`src/rtl/rate_ctrl_pkg.sv`:
```
package rate_ctrl_pkg;

  typedef enum logic {
    DEC_HOLD = 1'b0,
    DEC_LOAD = 1'b1
  } rate_dec_e;

  localparam int DEF_SAMPLE_W    = 10;
  localparam int DEF_RATE_W      = 16;
  localparam int DEF_LOG2_WINDOW = 8;
  localparam int DEF_SHIFT       = 4;
  localparam int DEF_MIN_RATE    = 16'h0080;
  localparam int DEF_DEADBAND    = 16'h0010;

endpackage

```
`src/rtl/rate_accum.sv`:
```
module rate_accum #(
  parameter int SAMPLE_W    = 10,
  parameter int LOG2_WINDOW = 8,
  localparam int SUM_W      = SAMPLE_W + LOG2_WINDOW
) (
  input  logic                clk,
  input  logic                rst,
  input  logic                take,
  input  logic [SAMPLE_W-1:0] sample,
  output logic                win_valid,
  output logic [SUM_W-1:0]    win_sum
);

  logic [LOG2_WINDOW-1:0] cnt_q;
  logic [SUM_W-1:0]       sum_q;
  logic [SUM_W-1:0]       sum_nx;
  logic                   last;

  assign sum_nx = sum_q + SUM_W'(sample);
  assign last   = &cnt_q;

  always_ff @(posedge clk) begin
    if (rst) begin
      cnt_q     <= '0;
      sum_q     <= '0;
      win_valid <= 1'b0;
      win_sum   <= '0;
    end else begin
      win_valid <= 1'b0;
      if (take) begin
        cnt_q <= cnt_q + 1'b1;
        if (last) begin
          win_sum   <= sum_nx;
          win_valid <= 1'b1;
          sum_q     <= '0;
        end else begin
          sum_q <= sum_nx;
        end
      end
    end
  end

endmodule

```
`src/rtl/rate_deadband.sv`:
```
module rate_deadband
  import rate_ctrl_pkg::*;
#(
  parameter int SUM_W    = 18,
  parameter int RATE_W   = 16,
  parameter int SHIFT    = 4,
  parameter int MIN_RATE = 16'h0080,
  parameter int DEADBAND = 16'h0010
) (
  input  logic              clk,
  input  logic              rst,
  input  logic              win_valid,
  input  logic [SUM_W-1:0]  win_sum,
  output logic [RATE_W-1:0] rate,
  output logic              rate_upd
);

  localparam logic [RATE_W-1:0] MIN_W = RATE_W'(MIN_RATE);
  localparam logic [RATE_W:0]   DB_W  = (RATE_W+1)'(DEADBAND);

  logic [SUM_W-1:0]  scaled;
  logic [RATE_W-1:0] cand;
  logic [RATE_W:0]   diff;
  logic [RATE_W:0]   mag;
  rate_dec_e         dec;

  assign scaled = win_sum >> SHIFT;
  assign cand   = RATE_W'(scaled) + MIN_W;
  assign diff   = {1'b0, cand} - {1'b0, rate};
  assign mag    = diff[RATE_W] ? (~diff + 1'b1) : diff;

  always_comb begin
    dec = DEC_HOLD;
    if (win_valid && (mag >= DB_W)) dec = DEC_LOAD;
  end

  always_ff @(posedge clk) begin
    if (rst) begin
      rate     <= MIN_W;
      rate_upd <= 1'b0;
    end else begin
      rate_upd <= (dec == DEC_LOAD);
      if (dec == DEC_LOAD) rate <= cand;
    end
  end

endmodule

```
`src/rtl/rate_ctrl_deadband.sv`:
```
module rate_ctrl_deadband
  import rate_ctrl_pkg::*;
#(
  parameter int SAMPLE_W    = DEF_SAMPLE_W,
  parameter int RATE_W      = DEF_RATE_W,
  parameter int LOG2_WINDOW = DEF_LOG2_WINDOW,
  parameter int SHIFT       = DEF_SHIFT,
  parameter int MIN_RATE    = DEF_MIN_RATE,
  parameter int DEADBAND    = DEF_DEADBAND
) (
  input  logic                clk,
  input  logic                rst,
  input  logic                in_valid,
  output logic                in_ready,
  input  logic [SAMPLE_W-1:0] in_data,
  output logic [RATE_W-1:0]   rate,
  output logic                rate_upd
);

  localparam int SUM_W = SAMPLE_W + LOG2_WINDOW;

  logic             ready_q;
  logic             take;
  logic             win_valid;
  logic [SUM_W-1:0] win_sum;

  always_ff @(posedge clk) begin
    if (rst) ready_q <= 1'b0;
    else     ready_q <= 1'b1;
  end

  assign in_ready = ready_q;
  assign take     = in_valid & ready_q;

  rate_accum #(
    .SAMPLE_W   (SAMPLE_W),
    .LOG2_WINDOW(LOG2_WINDOW)
  ) u_accum (
    .clk      (clk),
    .rst      (rst),
    .take     (take),
    .sample   (in_data),
    .win_valid(win_valid),
    .win_sum  (win_sum)
  );

  rate_deadband #(
    .SUM_W   (SUM_W),
    .RATE_W  (RATE_W),
    .SHIFT   (SHIFT),
    .MIN_RATE(MIN_RATE),
    .DEADBAND(DEADBAND)
  ) u_dband (
    .clk      (clk),
    .rst      (rst),
    .win_valid(win_valid),
    .win_sum  (win_sum),
    .rate     (rate),
    .rate_upd (rate_upd)
  );

endmodule

```
`config.mk`:
```
export PLATFORM = sky130hd
export DESIGN_NAME = rate_ctrl_deadband
export DESIGN_NICKNAME = d
export VERILOG_FILES = /design/src/rtl/rate_ctrl_pkg.sv /design/src/rtl/rate_accum.sv /design/src/rtl/rate_deadband.sv /design/src/rtl/rate_ctrl_deadband.sv
export SDC_FILE = /design/constraint.sdc
export NUM_CORES = 1
export LEC_CHECK = 0
export ABC_AREA = 1
export BUFFER_PORTS_ARGS = -buffer_cell sky130_fd_sc_hd__clkbuf_2
export CAP_MARGIN = 25
export CORE_MARGIN = 8
export CORE_UTILIZATION = 35
export DETAILED_ROUTE_END_ITERATION = 6
export GPL_TIMING_DRIVEN = 0
export PLACE_DENSITY = 0.6
export SKIP_LAST_GASP = 1
export SYNTH_ARGS = -nofsm -noshare
export SYNTH_HDL_FRONTEND = slang
export SYNTH_SLANG_ARGS = --single-unit
export TNS_END_PERCENT = 5
```
`constraint.sdc`:
```
create_clock -name clk -period 4.12 [get_ports clk]
set_input_delay 0.618 -clock clk [delete_from_list [all_inputs] [get_ports clk]]
set_output_delay 0.618 -clock clk [all_outputs]
set_load 0.02 [all_outputs]
```
After elaboration in Yosys (flattened, before gate mapping)
Cells that the tools add are included.

Memory bits (writable): 0. Logic and storage cells: 25. Bits of input ports: 13. Latch bits: 0. Flip-flop bits (word level): 63. Memories kept: 0. ROM bits: 0. Output and inout bits: 18.

$add $sub $neg: 5. Multiplexer cells: 5. Bitwise logic cells: 3. Div/mod/pow operators: 0. Reduce and logical (&&, ||, !) cells: 4. Eq/ne operators: 0. Magnitude comparators: 1. Shifts and indexed selects: 0. Multiply operators: 0.

Operator list (number): adder 18 x 10 -> 18 bit (1); 2-to-1 mux 18 bit (1); adder 17 x 1 -> 17 bit, second input constant (1); greater-or-equal comparator 17 x 5 -> 1 bit, second input constant (1); 2-to-1 mux 17 bit (1); NOT 17 bit (1); subtractor 16 x 16 -> 17 bit (1); adder 14 x 8 -> 15 bit, second input constant (1); AND reduction 9 bit (1); adder 8 x 1 -> 8 bit, second input constant (1); AND reduction 8 bit (1); 2-to-1 mux 1 bit (3); OR reduction 2 bit (1); AND 1 bit (1); logical AND 1 bit (1); NOT 1 bit (1).

Logic depth before layout (Yosys ltp)
Gate-level depths: netlist (run 1).

Depth after elaboration: 8. Mapped depth: 27. Depth with buffers taken out: 26.

Cells and area by module
Synthesis (run 1) repeated with hierarchy kept, for this count alone.

Cells, all modules: 838. Area, all modules: 5121.2 um^2.

Modules (own cells, without submodules): rate_deadband (cells an instance 496, sequential area each 320.3 um^2, times used 1, area an instance 2686.3 um^2); rate_accum (cells an instance 338, sequential area each 900.9 um^2, times used 1, area an instance 2403.6 um^2); rate_ctrl_deadband (cells an instance 4, sequential area each 20.0 um^2, times used 1, area an instance 31.3 um^2).

Worst setup path before layout (run 1)
Ideal clock, no wire load.

Kind: register -> register. From: reg u_accum.win_sum[11]. To: reg u_dband.rate[0]. Period minus slack after synthesis: 3.155 ns. Setup slack: 0.965 ns. Stages on the path, launching flop included: 22. Arrival time: 3.040 ns. Path buffers: 2. Data required time: 4.005 ns. Library setup time: 0.115 ns. Cell sequence: dfxtp_1 -> inv_1 -> nor3_1 -> inv_1 -> nor3_1 -> xor2_1 -> inv_1 -> ha_1 -> nand2_1 -> nor2_1 -> a21oi_1 -> nand2_4 -> inv_6 -> buf_6 -> nand3_1 -> a21oi_2 -> nand3_2 -> nor2_2 -> nand3_2 -> buf_6 -> a21oi_1 -> nor2_1.

Longest elaborated chain between the ends: 8.

Ends and longest elaborated chain: start: declaration (line rate_accum.sv:11) `output logic [SUM_W-1:0] win_sum`; start signal: assignment (line rate_accum.sv:33) `win_sum <= sum_nx;`; adder 14 x 8 -> 15 bit (*) (line rate_deadband.sv:28) `assign cand = RATE_W'(scaled) + MIN_W;`; net u_dband.cand[7] (line rate_deadband.sv:22) `logic [RATE_W-1:0] cand;`; subtractor 16 x 16 -> 17 bit (*) (line rate_deadband.sv:29) `assign diff = {1'b0, cand} - {1'b0, rate};`; NOT 17 bit (line rate_deadband.sv:30) `assign mag = diff[RATE_W] ? (~diff + 1'b1) : diff;`; adder 17 x 1 -> 17 bit (line rate_deadband.sv:30); 2-to-1 mux 17 bit (*) (line rate_deadband.sv:30); greater-or-equal comparator 17 x 5 -> 1 bit (*) (line rate_deadband.sv:34) `if (win_valid && (mag >= DB_W)) dec = DEC_LOAD;`; logical AND 1 bit (*) (line rate_deadband.sv:34); 2-to-1 mux 1 bit (*) (line rate_deadband.sv:34); end signal: assignment (line rate_deadband.sv:43) `if (dec == DEC_LOAD) rate <= cand;`; end: declaration (line rate_deadband.sv:14) `output logic [RATE_W-1:0] rate,`.

Mark *: on every way through the listed nets, which the timed path passes. The rest lies on a longest branch. A chain may end at the register's enable or synchronous reset.

Worst setup path in the final report (run 1)
From: reg u_accum.win_sum[11]. To: reg u_dband.rate[3].

Same word-level chain as after synthesis.

==> impl_metrics.csv, run 1 <==
group,metric,value,unit
clock_tree,htree_levels,3,
synthesis,synthFlopType,"dfxtp_1",
outcome,outcome,"completed",
critical_path,crit_buf_inv,6,
finish,nets,815,
route,firstDrtPassIters,4,
worst_hold_path,min_path_type,"reg2reg",
critical_path,cp-endpoint,"u_dband.rate[3]$_SDFFE_PP0P_",
critical_path,cp-startpoint,"u_accum.win_sum[11]$_SDFFE_PP0P_",
clock_tree,cts_buffer_depth,2,
critical_path,path_delay_family,"simple AND/OR/NAND/NOR gates",
clock_tree,post_cts_buffers,0,
place,port_buffers,28,
global_routing,grt_first_pass_wirelength,19300,um
global_routing,antenna_found_initial,0,
clock_tree,cts_made_buffers,9,
route,num_vias,4321,
route,wl_per_cell,11.5,um
global_routing,grt_max_degree,11,
synthesis,yosysSeqAreaShare,25.2,%
critical_path,cp_num_cells,21,
global_routing,grt_pass1_vias,4186,
global_routing,grt_use_met3,2.52,%
sta,drv_slew,0,
die,pin_count,31,
die,start_util,35.3,%
critical_path,cp-end-kind,"flip-flop",
critical_path,rrSetupSlack,0.55,ns
critical_path,start_kind,"flip-flop",
critical_path,path_class,"reg2reg",
pwr,p_per_area,272,nW/um2
critical_path,required,4.34,ns
place,postPlaceCellArea,4960,um2
pwr,vdd_drop_max,0.195,mV
synthesis,syn_area,4600,um2
route,routed_wl,11000,um
die,fp.dieW,131,um
critical_path,critPathMaxFanout,10,
sta,worst_pin_slew,0.614,ns
finish,diodes,0,
place,pre_cts_slack,0.436,ns
critical_path,reg2reg_depth,21,
synthesis,ys_seq_elements,58,
global_routing,grt_util_met1,16.6,%
clock_tree,path_clk_slew,0.05,ns
sta,setup_violations,0,
pwr,p_leak,0.00271,uW
clock_tree,cts_tree,"yes",
route,ant_nets,0,
critical_path,cpPeakStageDelay,0.36,ns
place,dp_hpwl,8980,um
die,core_area,13000,um2
clock_tree,clock-sinks,58,
finish,final_core_util,40.4,%
sta,fin_ws,0.548,ns
die,dieArea,17100,um2
clock_tree,clk_latency,0.33,ns
sta,slew_headroom,58.9,%
critical_path,path_cells,"inv_1 -> nor3_2 -> inv_1 -> nor3_1 -> xor2_1 -> inv_1 -> ha_1 -> nand2_1 -> nor2_1 -> a21oi_1 -> nand2_4 -> inv_6 -> buf_6 -> nand3_1 -> a21oi_2 -> nand3_2 -> nor2_2 -> nand3_2 -> buf_6 -> a21oi_1 -> nor2_1",
sta,fmax,280,MHz
place,gp_congestion,0.825,
route,vias_per_cell,4.53,
critical_path,arrival,3.79,ns
critical_path,crit_path_frequent_cell,"inv_1",
synthesis,syn-num-nets,776,
synthesis,async_flop_share,0,%
finish,drive_above_1_share,14.3,%
synthesis,avgSynthCellArea,6.27,um2
global_routing,grt-busiest-layer,"met2",
die,die_y,131,um
clock_tree,cts-root-buf,"clkbuf_16",
global_routing,globalRoute.totalOverflow,0,
critical_path,regToRegEndpoint,"u_dband.rate[3]$_SDFFE_PP0P_",
synthesis,yosysUniqueCellTypes,40,
sta,fin_crit_sh,86.7,%
critical_path,cpMaxStageDelayCell,"ha_1",
sta,fin_crit,3.57,ns
sta,finClkSkew,0.00627,ns
global_routing,met2_usage,25.2,%
route,drtIter0Drc,204,
die,row_count,42,
route,drc,0,
finish,synthToLayoutAreaGrowth,14.6,%
run,drv_cap,0,
synthesis,netlist_instances,733,
sta,tns,0,ns
critical_path,reg2reg_from,"u_accum.win_sum[11]$_SDFFE_PP0P_",
sta,hold_viol,0,
sta,rsz0062_at_grt,"no",
global_routing,grtUsageTotal,14.2,%
finish,finish.instance_area,5270,um2
synthesis,yosys_warnings,0,
synthesis,synth-edff-count,0,
## cells by family (layout without fill, tap and decap cells)
family	after synthesis	count (layout)	synth area share, %
other	1	1	0.0815
AOI/OAI and AO/OA	86	86	10.3
adders and majority gates	30	30	8.49
buffers and inverters	139	183	12.6
and+or+nand+nor	399	399	39.4
DFF	58	58	25.2
xor gates and xnor gates	20	20	3.81
## sequential cells by signal (all words and copies together), names as in the netlist
register and count:
u_dband.rate_upd 1, u_dband.rate 15, u_accum.win_sum 14, u_accum.cnt_q 8, u_accum.sum_q 18, u_accum.win_valid 1
in_ready 1
## worst min-delay path, delay by kind of cell, from the launching register on
kind | cells | cell delay (ns)
AOI/OAI and AO/OA | 1 | 0.05
DFF | 1 | 0.31
and+or+nand+nor | 1 | 0.06
## metrics by stage
step,instances,hold WS [ns],total power [uW]
global route,953,0.485,1500
CTS,953,0.471,1460
detailed placement,937,0.464,695
floorplan,733,0.439,666
finish,953,0.470,1430
global placement,937,0.456,695
## cell usage in the layout (no fill, tap or decap), drive strengths merged, types with 8 or more instances in the layout
cell      n
clkbuf   47
buf       9
nor2     65
ha       28
a21oi    55
dfxtp    58
o21ai    18
nand4     8
nand2   230
inv     122
nand3    78
xor2     14
## worst min path at each step
stage	slack (ns)	depth (start not counted)	end	startpoint
6_report	0.47	2	u_accum.sum_q[8]$_SDFFE_PP0P_	u_accum.sum_q[8]$_SDFFE_PP0P_
5_1_grt	0.48	2	u_accum.sum_q[0]$_SDFFE_PP0P_	u_accum.sum_q[0]$_SDFFE_PP0P_
4_1_cts	0.47	2	u_accum.sum_q[0]$_SDFFE_PP0P_	u_accum.sum_q[0]$_SDFFE_PP0P_
3_5_place_dp	0.46	2	u_accum.sum_q[6]$_SDFFE_PP0P_	u_accum.sum_q[6]$_SDFFE_PP0P_
3_3_place_gp	0.46	2	u_accum.cnt_q[7]$_SDFFE_PP0P_	u_accum.cnt_q[7]$_SDFFE_PP0P_
2_1_floorplan	0.44	2	u_accum.cnt_q[7]$_SDFFE_PP0P_	u_accum.cnt_q[7]$_SDFFE_PP0P_
## metal layers
metal / wire length (um) / share of wire (%) / up-vias
li1: - / - / 2400
met1: 5200 / 47 / 1866
met2: 5380 / 49 / 43
met3: 248 / 2.3 / 12
met4: 177 / 1.6 / 0
met5: 0 / 0 / -
## cell type report
| type | count | area, um2 |
|---|---|---|
| multi-input combinational | 536 | 2860 |
| clock buffer | 11 | 253 |
| tap | 176 | 220 |
| timing repair buffer | 28 | 140 |
| fill | 1463 | 7760 |
| sequential | 58 | 1160 |
| buffer | 17 | 116 |
| inverter | 122 | 463 |
| clock inverter | 5 | 52.6 |
## repair_timing
action,CTS,global route
hold buffers,0,0
resized for setup,0,1
endpoints found under the setup margin,0,1
## cells in the mapped netlist, types with 2 or more instances
cell | n | area share [%]
or2_2 | 5 | 0.68
fa_1 | 2 | 0.87
nand3b_1 | 3 | 0.49
nor4_1 | 3 | 0.41
inv_1 | 113 | 9.2
o22ai_1 | 6 | 0.82
buf_6 | 6 | 1.5
nand2_2 | 13 | 1.8
ha_1 | 28 | 7.6
inv_2 | 8 | 0.65
nand2_1 | 216 | 18
xnor2_1 | 6 | 1.1
buf_4 | 2 | 0.33
o21ai_0 | 17 | 1.8
nor2_1 | 57 | 4.7
nand4_1 | 8 | 1.1
a21oi_2 | 2 | 0.38
nand3_1 | 59 | 6.4
clkbuf_1 | 8 | 0.65
xor2_1 | 14 | 2.7
nand3_2 | 19 | 4.1
nor3_1 | 4 | 0.44
a21oi_1 | 53 | 5.8
dfxtp_1 | 58 | 25
nor2_2 | 8 | 1.1
## report_power, final
| part | internal [uW] | switching [uW] | leakage (uW) | total [uW] |
|---|---|---|---|---|
| logic | 42.1 | 65.4 | 0.00209 | 107 |
| registers | 571 | 5.16 | 0.000469 | 576 |
| clock network | 496 | 254 | 0.000151 | 751 |
Note: power is estimated with default switching activity, not from simulation.
==> inputs of run 2 (changes only) <==
--- a/config.mk
+++ b/config.mk
@@ -5,7 +5,6 @@
 export SDC_FILE = /design/constraint.sdc
 export NUM_CORES = 1
 export LEC_CHECK = 0
-export ABC_AREA = 1
 export BUFFER_PORTS_ARGS = -buffer_cell sky130_fd_sc_hd__clkbuf_2
 export CAP_MARGIN = 25
 export CORE_MARGIN = 8
==> impl_metrics.csv, run 2 <==
group,metric,value,unit
clock_tree,cts-root-buf,"clkbuf_16",
critical_path,reg2reg_depth,16,
global_routing,grt-busiest-layer,"met2",
clock_tree,path_clk_slew,0.05,ns
critical_path,path_class,"reg2reg",
global_routing,antenna_found_initial,0,
sta,hold_ws,0.460,ns
critical_path,path_cells,"inv_1 -> ha_1 -> inv_1 -> fa_1 -> a21o_1 -> a221oi_4 -> buf_12 -> xor2_2 -> nand4b_1 -> or3_4 -> a211oi_1 -> and4_1 -> clkbuf_4 -> and2_1 -> clkbuf_4 -> o211ai_1",
sta,fin_crit_sh,96.1,%
synthesis,yosysMostFrequentCell,"dfxtp_1",
clock_tree,clock-sinks,58,
synthesis,synth_xor_area_share,6.30,%
worst_hold_path,min_path_type,"reg2reg",
synthesis,synth_top_area_share,24.7,%
route,routed_wl,13500,um
die,fp.dieW,132,um
synthesis,ys_seq_elements,58,
die,core_area,13200,um2
finish,finish.instance_area,5610,um2
critical_path,required,4.32,ns
synthesis,avgSynthCellArea,7.80,um2
finish,synthToLayoutAreaGrowth,19.1,%
run,drv_cap,0,
synthesis,synthFlopType,"dfxtp_1",
sta,setup_violations,0,
finish,drive_above_1_share,15.7,%
global_routing,grt_max_degree,11,
finish,largest-register,"u_accum.sum_q",
synthesis,syn_area,4710,um2
worst_hold_path,holdPathStages,2,
critical_path,cp-end-kind,"flip-flop",
synthesis,yosysSeqAreaShare,24.7,%
synthesis,async_flop_share,0,%
sta,fin_crit,3.96,ns
critical_path,cpMaxStageDelayCell,"fa_1",
global_routing,grt_first_pass_wirelength,22300,um
die,pin_count,31,
sta,slew_headroom,53.9,%
synthesis,netlist_instances,604,
place,dp_hpwl,10300,um
die,row_count,42,
synthesis,synth_top_family_by_area,"compound AO/OA/AOI/OAI gates",
route,drtIter0Drc,440,
die,die_y,132,um
outcome,outcome,"completed",
global_routing,met2_usage,25.0,%
route,num_vias,4685,
global_routing,grt_util_met1,19.0,%
sta,fmax,253,MHz
pwr,p_leak,0.00222,uW
synthesis,synth_compound_area_share,28.7,%
clock_tree,clk_latency,0.33,ns
critical_path,arrival,4.16,ns
clock_tree,htree_levels,3,
sta,hold_viol,0,
pwr,p_per_area,252,nW/um2
critical_path,cpPeakStageDelay,0.43,ns
synthesis,synthAdderAreaFrac,8.29,%
finish,largestRegisters,"u_accum.sum_q (18), u_dband.rate (15), u_accum.win_sum (14)",
clock_tree,cts_tree,"yes",
synthesis,syn-num-nets,647,
finish,nets,693,
synthesis,netlist_top_cells_area,"dfxtp_1 (25%), ha_1 (7.4%), a21oi_1 (4.3%)",
die,dieArea,17400,um2
synthesis,synth_common_cells,"dfxtp_1 (58), nor2_1 (52), nand2_1 (46)",
finish,diodes,0,
synthesis,yosys_warnings,0,
sta,rsz0062_at_grt,"yes",
finish,layout_common_cells,"dfxtp_1 (57), nor2_1 (52), nand2_1 (46), inv_1 (40), a21oi_1 (37)",
synthesis,post-synth-top-area-cell,"dfxtp_1",
route,ant_nets,0,
global_routing,grtUsageTotal,15.3,%
critical_path,start_kind,"flip-flop",
critical_path,critPathMaxFanout,10,
route,firstDrtPassIters,6,
route,wl_per_cell,16.3,um
die,start_util,35.7,%
sta,finClkSkew,0.00788,ns
global_routing,grt_use_met3,3.32,%
sta,drv_slew,0,
global_routing,globalRoute.totalOverflow,0,
pwr,vdd_drop_max,0.268,mV
synthesis,yosys.area_share.simple,24.8,%
clock_tree,cts_buffer_depth,2,
finish,largest_reg_flops,18,
global_routing,grt_pass1_vias,4608,
synthesis,yosysUniqueCellTypes,80,
place,port_buffers,29,
place,gp_congestion,0.870,
clock_tree,cts_made_buffers,9,
finish,final_common_cell,"dfxtp_1",
synthesis,synthMuxAreaShare,1.30,%
route,drc,0,
finish,final_core_util,42.5,%
route,vias_per_cell,5.64,
place,postPlaceCellArea,5070,um2
sta,worst_pin_slew,0.692,ns
synthesis,synth-edff-count,0,
==> run 2: cell types whose count changed in the layout (fill, tap and decap cells not counted), sizes merged, moves of 13 or more <==
cell,delta
nand2,-184
inv,-82
nand3,-49
a211oi,+20
a21oi,-14
xnor2,+14
nor2,-13
nor3,+13
==> run 2: repair_timing <==
| item | in CTS | in global routing |
|---|---|---|
| hold buffers | 0 | 0 |
| endpoints found under the hold margin | 0 | 0 |
| setup buffers | 2 | 6 |
| setup endpoints to repair | 16 | 16 |
| gates resized for setup | 6 | 31 |
| pin swaps | 2 | 11 |
==> run 2: kinds of logic after synthesis <==
kind of cell / after synthesis
AOI/OAI and AO/OA: 180
buffers and inverters: 69
DFF: 58
and+or+nand+nor: 227
adders and majority gates: 30
xor gates and xnor gates: 33
other: 1
muxes: 6
==> run 2: worst paths after layout <==
| path | startpoint | to | slack, ns |
|---|---|---|---|
| worst max-delay path | u_accum.win_sum[4]$_SDFFE_PP0P_ | u_dband.rate[1]$_SDFFE_PP0P_ | 0.16 |
| worst min register to register | u_accum.sum_q[0]$_SDFFE_PP0P_ | u_accum.sum_q[0]$_SDFFE_PP0P_ | 0.46 |
| worst max register to register | u_accum.win_sum[4]$_SDFFE_PP0P_ | u_dband.rate[1]$_SDFFE_PP0P_ | 0.16 |
| worst min-delay path | u_accum.sum_q[0]$_SDFFE_PP0P_ | u_accum.sum_q[0]$_SDFFE_PP0P_ | 0.46 |
==> run 2: critical path, delay by kind of cell, from the launching register on <==
kind	cells	cell delay, ns
simple gates	4	1.06
compound gates	4	0.92
buf+inv	5	0.69
fa+ha+maj	2	0.57
flops	1	0.33
xor+xnor	1	0.26
==> run 2: cell type report <==
| type | count | area (um2) |
|---|---|---|
| Tap cell | 176 | 220 |
| Buffer | 26 | 131 |
| Timing Repair Buffer | 37 | 218 |
| Sequential cell | 58 | 1160 |
| Multi-Input combinational cell | 477 | 3440 |
| Clock buffer | 9 | 225 |
| Clock inverter | 6 | 58.8 |
| Inverter | 41 | 154 |
| Fill cell | 1347 | 7580 |
==> run 2: metal layers <==
metal | wire [um] | part of all wire, %
met5 | 0 | 0
met1 | 6230 | 46
met3 | 668 | 4.9
met4 | 300 | 2.2
met2 | 6330 | 47
==> run 2: power by group <==
| group | switching, uW | total (uW) | internal, uW |
|---|---|---|---|
| combinational | 66.6 | 109 | 42.8 |
| clock | 262 | 722 | 460 |
| sequential | 8.53 | 581 | 572 |
| total | 337 | 1410 | 1080 |
==> run 2: metrics by stage <==
step | setup TNS (ns) | setup slack [ns] | power [uW] | cells
floorplan | 0 | 0.357 | 670 | 604
global placement | -4.76 | -0.345 | 699 | 809
detailed placement | -5.53 | -0.403 | 702 | 809
CTS | 0 | 0.0248 | 1420 | 826
global route | -0.0378 | -0.0163 | 1470 | 830
finish | 0 | 0.160 | 1410 | 830
==> inputs of run 3 (changes only) <==
--- a/config.mk
+++ b/config.mk
@@ -12,6 +12,7 @@
 export DETAILED_ROUTE_END_ITERATION = 6
 export GPL_TIMING_DRIVEN = 0
 export PLACE_DENSITY = 0.6
+export REMOVE_ABC_BUFFERS = 1
 export SKIP_LAST_GASP = 1
 export SYNTH_ARGS = -nofsm -noshare
 export SYNTH_HDL_FRONTEND = slang
==> impl_metrics.csv, run 3 (synthesis results as in run 2) <==
group,metric,value,unit
outcome,outcome,"completed",
critical_path,required,4.32,ns
global_routing,grt_util_met1,16.2,%
worst_hold_path,min_path_type,"reg2reg",
finish,final_core_util,41.8,%
sta,fmax,251,MHz
route,firstDrtPassIters,7,
route,routed_wl,12300,um
clock_tree,htree_levels,3,
sta,worst_pin_slew,0.777,ns
global_routing,grt_first_pass_wirelength,20900,um
pwr,p_leak,0.00217,uW
critical_path,cpPeakStageDelay,0.38,ns
clock_tree,ctsHoldBuffers,0,
die,core_area,13200,um2
sta,slew_headroom,48.1,%
critical_path,cpMaxStageDelayCell,"dfxtp_2",
run,drv_cap,0,
finish,drive_above_1_share,15.5,%
sta,fin_ws,0.137,ns
sta,fin_crit_sh,96.7,%
route,drc,0,
finish,largest-register,"u_accum.sum_q",
sta,finClkSkew,0.00336,ns
critical_path,arrival,4.18,ns
finish,synthToLayoutAreaGrowth,17.1,%
place,dp_hpwl,9320,um
die,die_y,132,um
route,vias_per_cell,5.67,
finish,final_cell_count_no_fill,808,
die,fp.dieW,132,um
finish,largest_reg_flops,18,
route,ant_nets,0,
global_routing,grt_max_degree,31,
clock_tree,cts_buffer_depth,2,
finish,diodes,0,
critical_path,crit_buf_inv,2,
finish,largestRegisters,"u_accum.sum_q (18), u_dband.rate (15), u_accum.win_sum (14)",
clock_tree,clk_latency,0.33,ns
sta,setup_violations,0,
critical_path,path_delay_family,"compound AO/OA/AOI/OAI gates",
die,pin_count,31,
place,gp_congestion,0.853,
clock_tree,cts_tree,"yes",
die,dieArea,17400,um2
place,port_buffers,29,
clock_tree,cts_made_buffers,9,
finish,nets,670,
global_routing,grt-busiest-layer,"met2",
critical_path,path_cells,"ha_2 -> xor2_1 -> ha_2 -> a21oi_2 -> o21ai_1 -> or3_1 -> o21ai_4 -> buf_4 -> xnor2_1 -> a2111oi_4 -> buf_4 -> a211oi_1 -> and4_4 -> and2_2 -> o211ai_1",
route,num_vias,4584,
place,pre_cts_slack,-0.366,ns
global_routing,globalRoute.totalOverflow,0,
global_routing,antenna_found_initial,0,
sta,drv_slew,0,
place,dp_cells,782,
critical_path,cp-end-kind,"flip-flop",
sta,fin_crit,3.98,ns
clock_tree,cts-root-buf,"clkbuf_16",
global_routing,met2_usage,25.2,%
global_routing,grtUsageTotal,14.1,%
critical_path,critPathMaxFanout,11,
sta,hold_viol,0,
route,wl_per_cell,15.3,um
pwr,p_per_area,255,nW/um2
global_routing,grt_pass1_vias,4460,
finish,finish.instance_area,5520,um2
pwr,vdd_drop_max,0.244,mV
clock_tree,path_clk_slew,0.05,ns
route,drtIter0Drc,401,
finish,final_common_cell,"dfxtp_1",
finish,layout_common_cells,"dfxtp_1 (57), nor2_1 (52), nand2_1 (46), inv_1 (40), a21oi_1 (35)",
sta,rsz0062_at_grt,"no",
die,row_count,42,
critical_path,start_kind,"flip-flop",
clock_tree,clock-sinks,58,
place,postPlaceCellArea,4980,um2
finish,fillers,1345,
global_routing,grt_use_met3,2.17,%
die,start_util,35.7,%
critical_path,path_class,"reg2reg",
run 3: changes by cell type in the layout (fill, tap and decap cells not counted), sizes merged:
| cell | delta |
|---|---|
| clkbuf | -17 |
| clkinv | -1 |
| buf | -5 |
| clkinvlp | +1 |
run 3: final timing paths:
path                                                        from                       endpoint  slack (ns)  depth (start not counted)
worst min register to register     u_accum.sum_q[0]$_SDFFE_PP0P_  u_accum.sum_q[0]$_SDFFE_PP0P_        0.46                          2
worst min-delay path               u_accum.sum_q[0]$_SDFFE_PP0P_  u_accum.sum_q[0]$_SDFFE_PP0P_        0.46                          2
worst max register to register  u_accum.win_sum[11]$_SDFFE_PP0P_   u_dband.rate[4]$_SDFFE_PP0P_        0.14                         15
worst max-delay path            u_accum.win_sum[11]$_SDFFE_PP0P_   u_dband.rate[4]$_SDFFE_PP0P_        0.14                         15
run 3: metrics by stage:
step                power (uW)  hold WS, ns  setup TNS, ns
global route              1470        0.500              0
floorplan                  662        0.430              0
CTS                       1420        0.462        -0.0328
finish                    1400        0.462              0
detailed placement         700        0.455          -4.48
global placement           692        0.445          -5.14
run 3: worst register-to-register path, cell delays in order, from the launching register on:
cell and delay, ns:
dfxtp_2 0.38, ha_2 0.22, xor2_1 0.21, ha_2 0.38
a21oi_2 0.24, o21ai_1 0.15, or3_1 0.37, o21ai_4 0.19
buf_4 0.17, xnor2_1 0.22, a2111oi_4 0.11, buf_4 0.16
a211oi_1 0.26, and4_4 0.37, and2_2 0.29, o211ai_1 0.14
run 3: final cells by class:
| type | count | area [um2] | area share, % |
|---|---|---|---|
| Timing Repair Buffer | 40 | 273 | 4.95 |
| Clock buffer | 10 | 229 | 4.15 |
| Inverter | 41 | 154 | 2.79 |
| Sequential cell | 58 | 1160 | 21.1 |
| Tap cell | 176 | 220 | 3.99 |
| Multi-Input combinational cell | 477 | 3420 | 62.0 |
| Clock inverter | 6 | 57.6 | 1.04 |
run 3: what timing repair did:
action                                  4_1_cts  5_1_grt
pin swaps                                     3       10
endpoints found under the setup margin       16       16
setup buffers                                 2        8
gates cloned                                  0        0
resized for setup                             6       23
run 3: power by group:
group	total (uW)	leakage [uW]	internal (uW)	switching, uW
clock network	716	0.000142	462	254
logic	107	0.00156	43.1	64.3
registers	581	0.000470	572	8.57
total	1400	0.00217	1080	327
run 3: routing by layer:
| metal | up-vias | wire (um) | share of wire (%) |
|---|---|---|---|
| met4 | 0 | 265 | 2.1 |
| met3 | 29 | 408 | 3.3 |
| met1 | 2163 | 5480 | 44 |
| met5 | - | 0 | 0 |
| met2 | 99 | 6170 | 50 |
| li1 | 2293 | - | - |
